==> src/rtl/hostlink_pkg.sv <==
package hostlink_pkg;
  localparam int unsigned WORD_W = 64;
  localparam int unsigned HALF_W = 32;
  localparam int unsigned RESP_W = 48;
  localparam int unsigned EXIT_W = RESP_W - 1;
  localparam int unsigned TAG_W  = WORD_W - RESP_W;

  localparam logic [7:0] DEV_SYS  = 8'd0;
  localparam logic [7:0] DEV_CON  = 8'd1;
  localparam logic [7:0] CMD_CALL = 8'd0;
  localparam logic [7:0] CMD_GET  = 8'd0;
  localparam logic [7:0] CMD_PUT  = 8'd1;

  typedef enum logic [2:0] {
    OP_EXIT, OP_PUTC, OP_GETC, OP_NOSYS, OP_BAD
  } op_e;

  typedef enum logic [1:0] {
    SEL_H2T_LO = 2'd0,
    SEL_H2T_HI = 2'd1,
    SEL_T2H_LO = 2'd2,
    SEL_T2H_HI = 2'd3
  } sel_e;

  function automatic logic [RESP_W-1:0] char_resp(input logic [7:0] c);
    return {{(RESP_W-9){1'b0}}, 1'b1, c};
  endfunction
endpackage

==> src/rtl/hl_addr_dec.sv <==
module hl_addr_dec
  import hostlink_pkg::*;
#(
  parameter int unsigned ADDR_W = 4
) (
  input  logic [ADDR_W-1:0] addr_i,
  output logic              hit_o,
  output sel_e              sel_o
);
  logic upper_zero;

  if (ADDR_W > 4) begin : g_upper
    assign upper_zero = ~|addr_i[ADDR_W-1:4];
  end else begin : g_flat
    assign upper_zero = 1'b1;
  end

  assign hit_o = upper_zero & (addr_i[1:0] == 2'b00);
  assign sel_o = sel_e'(addr_i[3:2]);
endmodule

==> src/rtl/hl_cmd_decode.sv <==
module hl_cmd_decode
  import hostlink_pkg::*;
(
  input  logic [7:0] dev_i,
  input  logic [7:0] cmd_i,
  input  logic       pay0_i,
  output op_e        op_o
);
  always_comb begin
    op_o = OP_BAD;
    if (dev_i == DEV_SYS) begin
      if (cmd_i == CMD_CALL) op_o = pay0_i ? OP_EXIT : OP_NOSYS;
    end else if (dev_i == DEV_CON) begin
      if (cmd_i == CMD_GET)      op_o = OP_GETC;
      else if (cmd_i == CMD_PUT) op_o = OP_PUTC;
    end
  end
endmodule

==> src/rtl/hl_t2h_reg.sv <==
module hl_t2h_reg
  import hostlink_pkg::*;
(
  input  logic              clk_i,
  input  logic              rst_ni,
  input  logic              wr_lo_i,
  input  logic              wr_hi_i,
  input  logic [HALF_W-1:0] wdata_i,
  input  logic              keep_i,
  input  logic              clear_i,
  output logic [WORD_W-1:0] t2h_o,
  output logic [WORD_W-1:0] full_o,
  output logic              launch_o
);
  logic [WORD_W-1:0] t2h_q;
  logic              armed_q;
  logic              empty;

  assign empty    = (t2h_q == '0);
  assign full_o   = {t2h_q[WORD_W-1:HALF_W] | wdata_i, t2h_q[HALF_W-1:0]};
  assign launch_o = wr_hi_i & armed_q;
  assign t2h_o    = t2h_q;

  always_ff @(posedge clk_i or negedge rst_ni) begin
    if (!rst_ni) begin
      t2h_q   <= '0;
      armed_q <= 1'b0;
    end else begin
      if (wr_lo_i) begin
        armed_q <= empty;
        if (empty) t2h_q[HALF_W-1:0] <= wdata_i;
      end else if (launch_o) begin
        armed_q <= 1'b0;
        t2h_q   <= keep_i ? full_o : '0;
      end
      if (clear_i) t2h_q <= '0;
    end
  end
endmodule

==> src/rtl/hl_h2t_reg.sv <==
module hl_h2t_reg
  import hostlink_pkg::*;
(
  input  logic              clk_i,
  input  logic              rst_ni,
  input  logic              wr_lo_i,
  input  logic              wr_hi_i,
  input  logic [HALF_W-1:0] wdata_i,
  input  logic              post_i,
  input  logic [WORD_W-1:0] post_val_i,
  output logic [WORD_W-1:0] h2t_o,
  output logic              wip_o
);
  logic [WORD_W-1:0] h2t_q;
  logic              wip_q;

  assign h2t_o = h2t_q;
  assign wip_o = wip_q;

  always_ff @(posedge clk_i or negedge rst_ni) begin
    if (!rst_ni) begin
      h2t_q <= '0;
      wip_q <= 1'b0;
    end else begin
      if (wr_lo_i)      wip_q <= 1'b1;
      else if (wr_hi_i) wip_q <= 1'b0;

      if (post_i)       h2t_q <= post_val_i;
      else if (wr_lo_i) h2t_q <= {{HALF_W{1'b0}}, wdata_i};
      else if (wr_hi_i) h2t_q[WORD_W-1:HALF_W] <= h2t_q[WORD_W-1:HALF_W] | wdata_i;
    end
  end
endmodule

==> src/rtl/hostlink_console.sv <==
module hostlink_console
  import hostlink_pkg::*;
#(
  parameter int unsigned ADDR_W = 4
) (
  input  logic              clk_i,
  input  logic              rst_ni,
  input  logic              bus_we_i,
  input  logic [ADDR_W-1:0] bus_addr_i,
  input  logic [31:0]       bus_wdata_i,
  output logic [31:0]       bus_rdata_o,
  output logic              h2t_wip_o,
  output logic              tx_valid_o,
  input  logic              tx_ready_i,
  output logic [7:0]        tx_data_o,
  input  logic              rx_valid_i,
  input  logic [7:0]        rx_data_i,
  output logic              halt_o,
  output logic [46:0]       exit_code_o,
  output logic              cmd_err_o
);
  logic              hit;
  sel_e              sel;
  logic              wr_h2t_lo, wr_h2t_hi, wr_t2h_lo, wr_t2h_hi;
  logic [WORD_W-1:0] t2h_q, full_cmd, h2t;
  logic              launch;
  op_e               op;
  logic              tx_pend_q, tx_fire;
  logic [TAG_W-1:0]  pend_tag_q;
  logic              halt_q, err_q;
  logic [EXIT_W-1:0] code_q;
  logic              cmd_post, post;
  logic [WORD_W-1:0] cmd_val, post_val;

  hl_addr_dec #(.ADDR_W(ADDR_W)) u_dec (
    .addr_i(bus_addr_i), .hit_o(hit), .sel_o(sel)
  );

  assign wr_h2t_lo = bus_we_i & hit & (sel == SEL_H2T_LO);
  assign wr_h2t_hi = bus_we_i & hit & (sel == SEL_H2T_HI);
  assign wr_t2h_lo = bus_we_i & hit & (sel == SEL_T2H_LO);
  assign wr_t2h_hi = bus_we_i & hit & (sel == SEL_T2H_HI);

  hl_t2h_reg u_t2h (
    .clk_i    (clk_i),
    .rst_ni   (rst_ni),
    .wr_lo_i  (wr_t2h_lo),
    .wr_hi_i  (wr_t2h_hi),
    .wdata_i  (bus_wdata_i),
    .keep_i   (op == OP_PUTC),
    .clear_i  (tx_fire),
    .t2h_o    (t2h_q),
    .full_o   (full_cmd),
    .launch_o (launch)
  );

  hl_cmd_decode u_cmd (
    .dev_i  (full_cmd[63:56]),
    .cmd_i  (full_cmd[55:48]),
    .pay0_i (full_cmd[0]),
    .op_o   (op)
  );

  assign tx_fire    = tx_pend_q & tx_ready_i;
  assign tx_valid_o = tx_pend_q;
  assign tx_data_o  = t2h_q[7:0];

  // put response completes at the handshake; other non-read ops answer at launch
  assign cmd_post = tx_fire |
                    (launch & (op == OP_EXIT || op == OP_NOSYS || op == OP_BAD));
  assign cmd_val  = tx_fire ? {t2h_q[WORD_W-1:RESP_W], char_resp(t2h_q[7:0])}
                            : {full_cmd[WORD_W-1:RESP_W], {RESP_W{1'b0}}};
  assign post     = cmd_post | rx_valid_i;
  assign post_val = cmd_post ? cmd_val : {pend_tag_q, char_resp(rx_data_i)};

  hl_h2t_reg u_h2t (
    .clk_i      (clk_i),
    .rst_ni     (rst_ni),
    .wr_lo_i    (wr_h2t_lo),
    .wr_hi_i    (wr_h2t_hi),
    .wdata_i    (bus_wdata_i),
    .post_i     (post),
    .post_val_i (post_val),
    .h2t_o      (h2t),
    .wip_o      (h2t_wip_o)
  );

  always_ff @(posedge clk_i or negedge rst_ni) begin
    if (!rst_ni) begin
      tx_pend_q  <= 1'b0;
      pend_tag_q <= '0;
      halt_q     <= 1'b0;
      code_q     <= '0;
      err_q      <= 1'b0;
    end else begin
      err_q <= launch & (op == OP_BAD);
      if (launch && op == OP_PUTC) tx_pend_q <= 1'b1;
      else if (tx_fire)            tx_pend_q <= 1'b0;
      if (launch && op == OP_GETC) pend_tag_q <= full_cmd[WORD_W-1:RESP_W];
      if (launch && op == OP_EXIT) begin
        halt_q <= 1'b1;
        code_q <= full_cmd[RESP_W-1:1];
      end
    end
  end

  assign halt_o      = halt_q;
  assign exit_code_o = code_q;
  assign cmd_err_o   = err_q;

  always_comb begin
    bus_rdata_o = '0;
    if (hit) begin
      unique case (sel)
        SEL_H2T_LO: bus_rdata_o = h2t[HALF_W-1:0];
        SEL_H2T_HI: bus_rdata_o = h2t[WORD_W-1:HALF_W];
        SEL_T2H_LO: bus_rdata_o = t2h_q[HALF_W-1:0];
        SEL_T2H_HI: bus_rdata_o = t2h_q[WORD_W-1:HALF_W];
        default:    bus_rdata_o = '0;
      endcase
    end
  end
endmodule

==> config.mk <==
export PLATFORM = sky130hd
export DESIGN_NAME = hostlink_console
export DESIGN_NICKNAME = d
export VERILOG_FILES = /design/src/rtl/hostlink_pkg.sv /design/src/rtl/hl_addr_dec.sv /design/src/rtl/hl_cmd_decode.sv /design/src/rtl/hl_t2h_reg.sv /design/src/rtl/hl_h2t_reg.sv /design/src/rtl/hostlink_console.sv
export SDC_FILE = /design/constraint.sdc
export NUM_CORES = 1
export LEC_CHECK = 0
export CAP_MARGIN = 10
export CORE_UTILIZATION = 45
export CTS_BUF_LIST = sky130_fd_sc_hd__clkbuf_4
export DETAILED_ROUTE_END_ITERATION = 6
export PLACE_DENSITY = 0.67
export SYNTH_ARGS = -nofsm -noshare
export SYNTH_HDL_FRONTEND = slang
export SYNTH_SLANG_ARGS = --single-unit
==> constraint.sdc <==
create_clock -name clk_i -period 3.1 [get_ports clk_i]
set_input_delay 0.31 -clock clk_i [delete_from_list [all_inputs] [get_ports clk_i]]
set_output_delay 0.31 -clock clk_i [all_outputs]
set_load 0.05 [all_outputs]
After elaboration in Yosys (flattened, before gate mapping)
Index checks and enable logic that the tools add are counted.
{"block": "totals", "latch_bits": 0, "mem_count": 0, "register_bits": 196, "mem_bits_rw": 0, "wordCells": 82, "output_inout_bits": 91, "mem_bits_ro": 0}
{"block": "classes", "n_div": 0, "n_bitwise": 13, "magnitude_cmp": 0, "mul": 0, "eq_ne": 12, "n_reduce_logical": 20, "addsub": 0, "mux": 26, "n_shift": 0}
{"operator": "$mux W64", "n": 6}
{"operator": "$mux W32", "n": 7}
{"operator": "$pmux W32 S4", "n": 1}
{"operator": "$logic_not A64 Y1", "n": 1}
{"operator": "$or A32 B32 Y32", "n": 2}
{"operator": "$eq A8 B1 Y1 const B", "n": 2}
{"operator": "$logic_not A8 Y1", "n": 2}
{"operator": "$mux W3", "n": 5}
{"operator": "$reduce_bool A2 Y1", "n": 5}
{"operator": "$and A1 B1 Y1", "n": 9}
{"operator": "$eq A3 B2 Y1 const B", "n": 2}
{"operator": "$mux W1", "n": 6}
{"operator": "$reduce_bool A3 Y1", "n": 2}
{"operator": "$eq A2 B2 Y1 const B", "n": 2}
{"operator": "$logic_not A2 Y1", "n": 2}
{"operator": "$eq A3 B1 Y1 const B", "n": 1}
{"operator": "$eq A3 B3 Y1 const B", "n": 1}
{"operator": "$logic_and A1 B1 Y1", "n": 3}
{"operator": "$logic_not A3 Y1", "n": 1}
{"operator": "$ne A3 B2 Y1 const B", "n": 1}
{"operator": "$ne A3 B3 Y1 const B", "n": 1}
{"operator": "$reduce_and A3 Y1", "n": 1}
{"operator": "$eq A2 B1 Y1 const B", "n": 1}
{"operator": "$logic_or A1 B1 Y1", "n": 2}
{"operator": "4 further kinds", "n": 5}

Longest topological paths before layout
Gate-level depths: netlist (run 1).
{"block": "depth", "word_depth": 13, "depth_mapped": 10, "mapped_depth_nobuf": 6}

Cells and area by module
Synthesis (run 1) repeated with hierarchy kept, for this count alone.
{"block": "unflattened", "cells_unflattened": 916, "hier_area_um2": 10286.1}
{"module": "hostlink_console", "seq_area_each_um2": 1651.6, "cells_per_inst": 283, "area_each_um2": 4106.4, "n_inst": 1}
{"module": "hl_t2h_reg", "seq_area_each_um2": 1626.6, "cells_per_inst": 337, "area_each_um2": 3256.9, "n_inst": 1}
{"module": "hl_h2t_reg", "seq_area_each_um2": 1626.6, "cells_per_inst": 282, "area_each_um2": 2836.5, "n_inst": 1}
{"module": "hl_cmd_decode", "seq_area_each_um2": 0.0, "cells_per_inst": 11, "area_each_um2": 67.6, "n_inst": 1}
{"module": "hl_addr_dec", "seq_area_each_um2": 0.0, "cells_per_inst": 3, "area_each_um2": 18.8, "n_inst": 1}

Least setup slack after synthesis (run 1)
Ideal clock, no wire load.
{"block": "synth_path", "kind": "input to output", "startpoint": "in bus_addr_i[2]", "endpoint": "out bus_rdata_o[20]", "slack_ps": 464, "t_required_ps": 2790, "stages": 5, "t_arrival_ps": 2326, "cell_sequence": "clkbuf_1 -> buf_1 -> clkbuf_1 -> mux4_2 -> nor2b_1"}
{"block": "synth_between", "elab_chain_cells": 3}
{"element": "from (decl)", "line": "hostlink_console.sv:9", "text": "input logic [ADDR_W-1:0] bus_addr_i,"}
{"element": "$eq A2 B2 Y1 (tied with other cells)", "line": "hostlink_console.sv:114", "text": "unique case (sel)"}
{"element": "$pmux W32 S4 (*)", "line": "hostlink_console.sv:114"}
{"element": "$mux W32 (*)", "line": "hostlink_console.sv:113", "text": "if (hit) begin"}
{"element": "to (decl)", "line": "hostlink_console.sv:11", "text": "output logic [31:0] bus_rdata_o,"}
Mark *: on every way between the ends. The rest lies on a longest branch, timed or not.

Worst setup path after layout (run 1)
{"block": "layout_path", "startpoint": "reg u_t2h.t2h_q[0], in the netlist u_t2h.t2h_o[0]", "endpoint": "out bus_rdata_o[0]"}
{"block": "layout_between", "elab_chain_cells": 2}
{"element": "from (decl)", "line": "hl_t2h_reg.sv:15", "text": "logic [WORD_W-1:0] t2h_q;"}
{"element": "from (signal, indexed assignment)", "line": "hl_t2h_reg.sv:31", "text": "if (empty) t2h_q[HALF_W-1:0] <= wdata_i;"}
{"element": "from (signal assigned)", "line": "hl_t2h_reg.sv:34", "text": "t2h_q <= keep_i ? full_o : '0;"}
{"element": "$pmux W32 S4", "line": "hostlink_console.sv:114"}
{"element": "$mux W32", "line": "hostlink_console.sv:113"}
Every way passes these cells.

==> flow_summary.ini, run 1 <==
[grt]
grt_overflow_total = 0
first_global_vias = 7906
grt_first_pass_wirelength_microns = 44300
global_route.usage.total = 0.2669
antenna_found_initial = 1
pin_count_of_the_biggest_net_entering_global_routing = 80

[clock_network]
cts.htree.levels = 4
cts_post_setup_buffers_inserted = 0
clkLatencyLatePin_ns = 0.58
cts_inserted_buffers = 17
cts.root.buffer_cell = sky130_fd_sc_hd__clkbuf_4
path_clk_slew_ns = 0.15
cts_tree = done
cts-resized-gates = 0
max-clock-path-buffers = 2
tritoncts_num_sinks = 196

[setup_path]
start_kind = flop
arrival_ns = 2.49
kind_of_end_point_of_the_critical_path = output port
timing.critical_path.fanout_max = 6
crit_type = reg2out
cp_data_required_time_ns = 2.79

[timing]
max_slew.worst_pin.slew_ns = 0.8992
timing.final.crit_share = 0.9043
final-hold-violation-count = 0
max_freq_mhz = 356.7
slew_headroom = 0.3991
timing.setup.tns_ns = 0
post-route-worst-setup-slack_ns = 0.2965
slew_viol_final = 0
grt_setup_unrepaired = no
post-route-min-period_ns = 2.803
clock-skew-final_ns = 0.03120
report.final.setup_viol = 0

[yosys]
ys_ff_latch = 196
mappedNetlistNets = 954
synth.top_cell.area_share = 0.5153
post_synth.cell_area_avg_sq_um = 10.52
ys_async_sr_fraction = 1.000
count_of_flip_flops_with_a_built_in_enable_after_synthesis = 0
yosysSeqAreaShare = 0.5153
synth.yosys.warnings = 0
post_synth_inst_count = 905
synth.area.top_cells = sky130_fd_sc_hd__dfrtp_1, sky130_fd_sc_hd__mux4_2, sky130_fd_sc_hd__nor2_1, sky130_fd_sc_hd__a21oi_1, sky130_fd_sc_hd__mux2i_1
synth_cell_types = 48
yosysTopAreaCell = sky130_fd_sc_hd__dfrtp_1
synthesis.area_sq_mm = 0.009518
ys.flop_type = sky130_fd_sc_hd__dfrtp_1

[place]
post_detail_place_hpwl_microns = 18910
port-buffer-count = 139
gp_congestion = 0.8358
setup_ws_pre_cts_ns = 0.02918
placement.cell_area_sq_mm = 0.01155

[die]
initial_utilization = 0.4644
die_w_microns = 147.4
die-height_microns = 147.4
site_rows = 52
design.core.area_sq_mm = 0.02049
floorplan.die_area_sq_mm = 0.02174
pin_count = 140

[power_and_ir_drop]
power_per_unit_of_standard_cell_area_mw_per_mm2 = 414.0
leakagePower_nw = 5.210
power.ir.vdd_worst_v = 0.0002671
power_report.internal_total_mw = 3.380
switching_share = 0.3093
p_switching_mw = 1.513
p_seq_frac = 0.579
combinational_share_of_power = 0.155
pwr-share-clk = 0.267
fin_total_pwr_mw = 4.893

[run]
drv_cap = 0

[routing]
num_vias = 7762
drt_first_iter_violations = 690
wire_per_inst_microns = 20.51
drc_errors = 0
drt_first_pass_iters = 7
vias_per_cell = 5.780
wirelength_microns = 27550
residual_antenna_violating_net_count_after_detailed_routing = 0

[run_status]
status = completed

[finish]
final_cell_area_sq_mm = 0.01182
final_layout_size_suffix_gt1_frac = 0.1875
num-nets-final = 1108
layout-area-overhead-vs-synth_pct = 24.16

[hold_path]
worst_hold_path_type = in2async
## flip-flops by register name, indices dropped and copies added (netlist names)
register / cells
pend_tag_q: 16
cmd_err_o: 1
halt_o: 1
exit_code_o: 47
u_t2h.armed_q: 1
u_t2h.t2h_o: 64
tx_valid_o: 1
u_h2t.wip_o: 1
u_h2t.h2t_o: 64
## metal layers
metal | vias to the layer above | track usage | part of all wire
met2 | 315 | 0.4177 | 0.47
met4 | 0 | 0.07887 | 0.022
met5 | - | 0 | 0
met3 | 45 | 0.05278 | 0.067
li1 | 3489 | - | -
met1 | 3913 | 0.3777 | 0.44
## cells in the mapped netlist (2+ instances only)
cell	count
sky130_fd_sc_hd__dfrtp_1	196
sky130_fd_sc_hd__nor2_1	121
sky130_fd_sc_hd__nand2_1	94
sky130_fd_sc_hd__a21oi_1	88
sky130_fd_sc_hd__nor2b_1	48
sky130_fd_sc_hd__clkbuf_1	45
sky130_fd_sc_hd__mux2i_1	39
sky130_fd_sc_hd__inv_1	34
sky130_fd_sc_hd__mux4_2	32
sky130_fd_sc_hd__mux2_2	31
sky130_fd_sc_hd__o21ai_0	24
sky130_fd_sc_hd__nor4_1	19
sky130_fd_sc_hd__or3_1	16
sky130_fd_sc_hd__o221a_2	14
sky130_fd_sc_hd__o22ai_1	14
sky130_fd_sc_hd__buf_4	12
sky130_fd_sc_hd__a221oi_2	8
sky130_fd_sc_hd__a221oi_1	7
sky130_fd_sc_hd__a22o_1	7
sky130_fd_sc_hd__buf_2	6
sky130_fd_sc_hd__buf_1	5
sky130_fd_sc_hd__nor3_1	5
sky130_fd_sc_hd__or2_2	5
sky130_fd_sc_hd__and2_1	3
sky130_fd_sc_hd__nand3_1	3
sky130_fd_sc_hd__nand4_1	3
sky130_fd_sc_hd__or4_1	3
sky130_fd_sc_hd__o21ai_1	2
sky130_fd_sc_hd__o221a_1	2
## cell families (layout without fill, tap and decap cells)
logic type / after synthesis / after routing / synth area share
buffers and inverters: 103 / 270 / 0.04693
multiplexers: 102 / 102 / 0.1534
AO/OA/AOI/OAI: 176 / 176 / 0.1229
flip-flops: 196 / 196 / 0.5153
other: 0 / 1 / 0
AND/OR/NAND/NOR: 328 / 328 / 0.1614
## repair_timing
item | CTS | global route
hold buffers | 1 | 0
endpoints found under the hold margin | 45 | 0
setup endpoints to repair | 0 | 0
## critical path, stage by stage, from the launching register on
cell	delay, ns
sky130_fd_sc_hd__dfrtp_1	0.58
sky130_fd_sc_hd__mux4_2	0.29
sky130_fd_sc_hd__nor2b_1	0.22
sky130_fd_sc_hd__clkdlybuf4s50_1	0.85
## final cells by class
cell class                      instances  area [sq um]
Fill cell                            1791          8677
Timing Repair Buffer                  204          1998
Sequential cell                       196          4905
Clock inverter                         13         116.4
Tap cell                              270         337.8
Inverter                               34         127.6
Multi-Input combinational cell        606          4188
Clock buffer                           19         142.6
Antenna cell                            1         2.502
## power by group through the flow
stage	Clock (mW)	Sequential (mW)	Combinational (mW)
finish	1.31	2.83	0.756
global route	1.44	2.85	0.821
CTS	1.34	2.83	0.760
detailed placement	0	2.88	0.756
global placement	0	2.87	0.746
floorplan	0	2.82	0.436
## per-stage QoR
stage	hold slack (ns)	instances	util
floorplan	0.01441	905	-
global placement	0.2903	1309	0.5634
detailed placement	0.2932	1309	0.5634
CTS	0.2123	1342	0.5765
global route	0.2133	1343	0.5766
finish	0.2269	1343	0.5766
## final timing paths
path                                  from         endpoint  slack [ns]  depth (start not counted)
max                         u_t2h.t2h_o[0]   bus_rdata_o[0]        0.30                          3
min                                 rst_ni  u_t2h.t2h_o[27]        0.23                          2
max reg2reg                u_t2h.t2h_o[49]  u_h2t.h2t_o[58]        0.34                          8
min reg2reg                         halt_o           halt_o        0.49                          1
max in group asynchronous           rst_ni  u_t2h.t2h_o[63]        2.01                          3
min in group clk_i           bus_addr_i[3]    u_t2h.armed_q        0.37                          5
## placed cells by master (no fill, tap or decap), types with 4 or more instances in the layout
cell / synthesis / layout
sky130_fd_sc_hd__dfrtp_1: 196 / 196
sky130_fd_sc_hd__clkdlybuf4s50_1: 0 / 135
sky130_fd_sc_hd__nor2_1: 121 / 120
sky130_fd_sc_hd__nand2_1: 94 / 94
sky130_fd_sc_hd__a21oi_1: 88 / 88
sky130_fd_sc_hd__buf_4: 12 / 55
sky130_fd_sc_hd__nor2b_1: 48 / 48
sky130_fd_sc_hd__mux2i_1: 39 / 39
sky130_fd_sc_hd__inv_1: 34 / 34
sky130_fd_sc_hd__mux4_2: 32 / 32
sky130_fd_sc_hd__mux2_2: 31 / 31
sky130_fd_sc_hd__o21ai_0: 24 / 24
sky130_fd_sc_hd__nor4_1: 19 / 19
sky130_fd_sc_hd__clkbuf_4: 0 / 19
sky130_fd_sc_hd__or3_1: 16 / 16
sky130_fd_sc_hd__o22ai_1: 14 / 14
sky130_fd_sc_hd__o221a_2: 14 / 14
sky130_fd_sc_hd__buf_12: 0 / 10
sky130_fd_sc_hd__a221oi_2: 8 / 8
sky130_fd_sc_hd__a221oi_1: 7 / 7
sky130_fd_sc_hd__a22o_1: 7 / 7
sky130_fd_sc_hd__or2_2: 5 / 5
sky130_fd_sc_hd__inv_8: 0 / 5
sky130_fd_sc_hd__nor3_1: 5 / 4
Power figures use the tool's default switching activity.
==> run 2: changes to the inputs <==
- CAP_MARGIN: 10 -> 20
==> results of run 2 <==
Final layout, timing and power as in run 1 (identical DEF).
==> run 3: changes to the inputs <==
- clock period: 3.1 -> 3.06 ns (I/O delays scaled with it)
==> flow_summary.ini, run 3 (same netlist as run 1, synthesis figures left out) <==
[run_status]
status = completed

[grt]
grt_first_pass_wirelength_microns = 43920
global_route.usage.total = 0.2650
first_global_vias = 7729
pin_count_of_the_biggest_net_entering_global_routing = 101
grt_overflow_total = 0
antenna_found_initial = 1

[timing]
timing.setup.tns_ns = 0
report.final.setup_viol = 0
final-hold-violation-count = 0
max_freq_mhz = 358.2
clock-skew-final_ns = 0.02516
grt_setup_unrepaired = no
slew_viol_final = 0
max_slew.worst_pin.slew_ns = 0.8570
timing.final.crit_share = 0.9125
slew_headroom = 0.4287
post-route-min-period_ns = 2.792

[die]
die-height_microns = 147.4
site_rows = 52
design.core.area_sq_mm = 0.02049
initial_utilization = 0.4644
floorplan.die_area_sq_mm = 0.02174
pin_count = 140
die_w_microns = 147.4

[finish]
multi_input_comb_area_sq_mm = 0.004188
ff_latch_area_sq_mm = 0.004905
mostFrequentLayoutCell = sky130_fd_sc_hd__dfrtp_1
num-nets-final = 1112
mostFrequentLayoutCells = sky130_fd_sc_hd__dfrtp_1, sky130_fd_sc_hd__clkdlybuf4s50_1, sky130_fd_sc_hd__nor2_1
final_cell_area_sq_mm = 0.01182
count_of_filler_cells_inserted_in_the_layout = 1822
final_layout_size_suffix_gt1_frac = 0.1970
layout-area-overhead-vs-synth_pct = 24.16

[power_and_ir_drop]
power.ir.vdd_worst_v = 0.0002237
leakagePower_nw = 5.245
power_per_unit_of_standard_cell_area_mw_per_mm2 = 417.8

[setup_path]
crit_type = reg2out
critPathSlowestCell = sky130_fd_sc_hd__clkdlybuf4s50_1
timing.critical_path.fanout_max = 6
cp_num_buf_inv = 1
cp_slowest_stage_delay_ns = 0.72
cp_data_required_time_ns = 2.75
start_kind = flop
kind_of_end_point_of_the_critical_path = output port
worstPathCellList = mux4_2, nor2b_1, clkdlybuf4s50_1
arrival_ns = 2.49
timing.critical_path.max_delay_family = buffers and inverters

[place]
placement.cell_area_sq_mm = 0.01155
port-buffer-count = 139
post_detail_place_hpwl_microns = 18970
gp_congestion = 0.8590

[clock_network]
max-clock-path-buffers = 2
cts.root.buffer_cell = sky130_fd_sc_hd__clkbuf_4
tritoncts_num_sinks = 196
cts.htree.levels = 4
cts_tree = done
clkLatencyLatePin_ns = 0.58
path_clk_slew_ns = 0.14
cts_post_setup_buffers_inserted = 0
cts_inserted_buffers = 17

[routing]
drt_first_pass_iters = 7
vias_per_cell = 5.757
residual_antenna_violating_net_count_after_detailed_routing = 0
wirelength_microns = 27600
drc_errors = 0
drt_first_iter_violations = 595
wire_per_inst_microns = 20.49
num_vias = 7755

[hold_path]
worst_hold_path_type = in2reg

[run]
drv_cap = 0
-- run 3: changes by cell type in the layout (fill, tap and decap cells not counted), sizes merged --
cell and change:
clkinv +5, bufinv +1, inv -5, clkinvlp -1, clkdlybuf4s50 -9, buf +13
-- run 3: power by group --
| group | switching, mW | leakage (nW) | internal (mW) | total [mW] |
|---|---|---|---|---|
| Combinational | 0.429 | 2.52 | 0.334 | 0.763 |
| Clock | 0.883 | 0.142 | 0.419 | 1.30 |
| Sequential | 0.157 | 2.58 | 2.72 | 2.87 |
| Total | 1.47 | 5.24 | 3.47 | 4.94 |
-- run 3: final timing paths --
| path | startpoint | end | slack [ns] | cells after the start |
|---|---|---|---|---|
| setup reg to reg | u_t2h.t2h_o[49] | u_h2t.h2t_o[51] | 0.36 | 8 |
| setup / recovery | u_t2h.t2h_o[0] | bus_rdata_o[0] | 0.27 | 3 |
| min in group asynchronous | rst_ni | u_h2t.h2t_o[29] | 0.36 | 2 |
| hold reg to reg | u_t2h.armed_q | u_t2h.armed_q | 0.50 | 2 |
| max in group asynchronous | rst_ni | pend_tag_q[2] | 1.84 | 3 |
| hold / removal | tx_ready_i | tx_valid_o | 0.35 | 2 |
-- run 3: metrics by stage --
stage | hold slack, ns | total power [mW] | worst slack [ns] | utilization | std cells
after floorplan | 0.01041 | 3.298 | 0.4316 | - | 905
after global placement | 0.4550 | 3.664 | 0.07040 | 0.5637 | 1313
after detailed placement | 0.4566 | 3.680 | 0.01838 | 0.5637 | 1313
after CTS | 0.3270 | 4.970 | 0.2373 | 0.5765 | 1346
after global routing | 0.3611 | 5.154 | 0.1788 | 0.5766 | 1347
final | 0.3546 | 4.937 | 0.2679 | 0.5766 | 1347
-- run 3: cell type report --
class                           instances  area share
Sequential cell                       196      0.4150
Antenna cell                            1   0.0002118
Clock buffer                           19     0.01207
Multi-Input combinational cell        606      0.3544
Tap cell                              270     0.02859
Inverter                               34     0.01080
Clock inverter                         13    0.009211
Timing Repair Buffer                  208      0.1697
-- run 3: metal layers --
metal	up-vias	track usage	part of all wire
li1	3510	-	-
met1	3907	0.3749	0.45
met2	299	0.4193	0.47
met3	39	0.04568	0.061
met4	0	0.07938	0.019
met5	-	0	0
-- run 3: repair_timing --
item / 4_1_cts / 5_1_grt
resized for setup: 0 / 0
setup endpoints to repair: 0 / 0
hold buffers: 1 / 0
endpoints found under the hold margin: 96 / 0
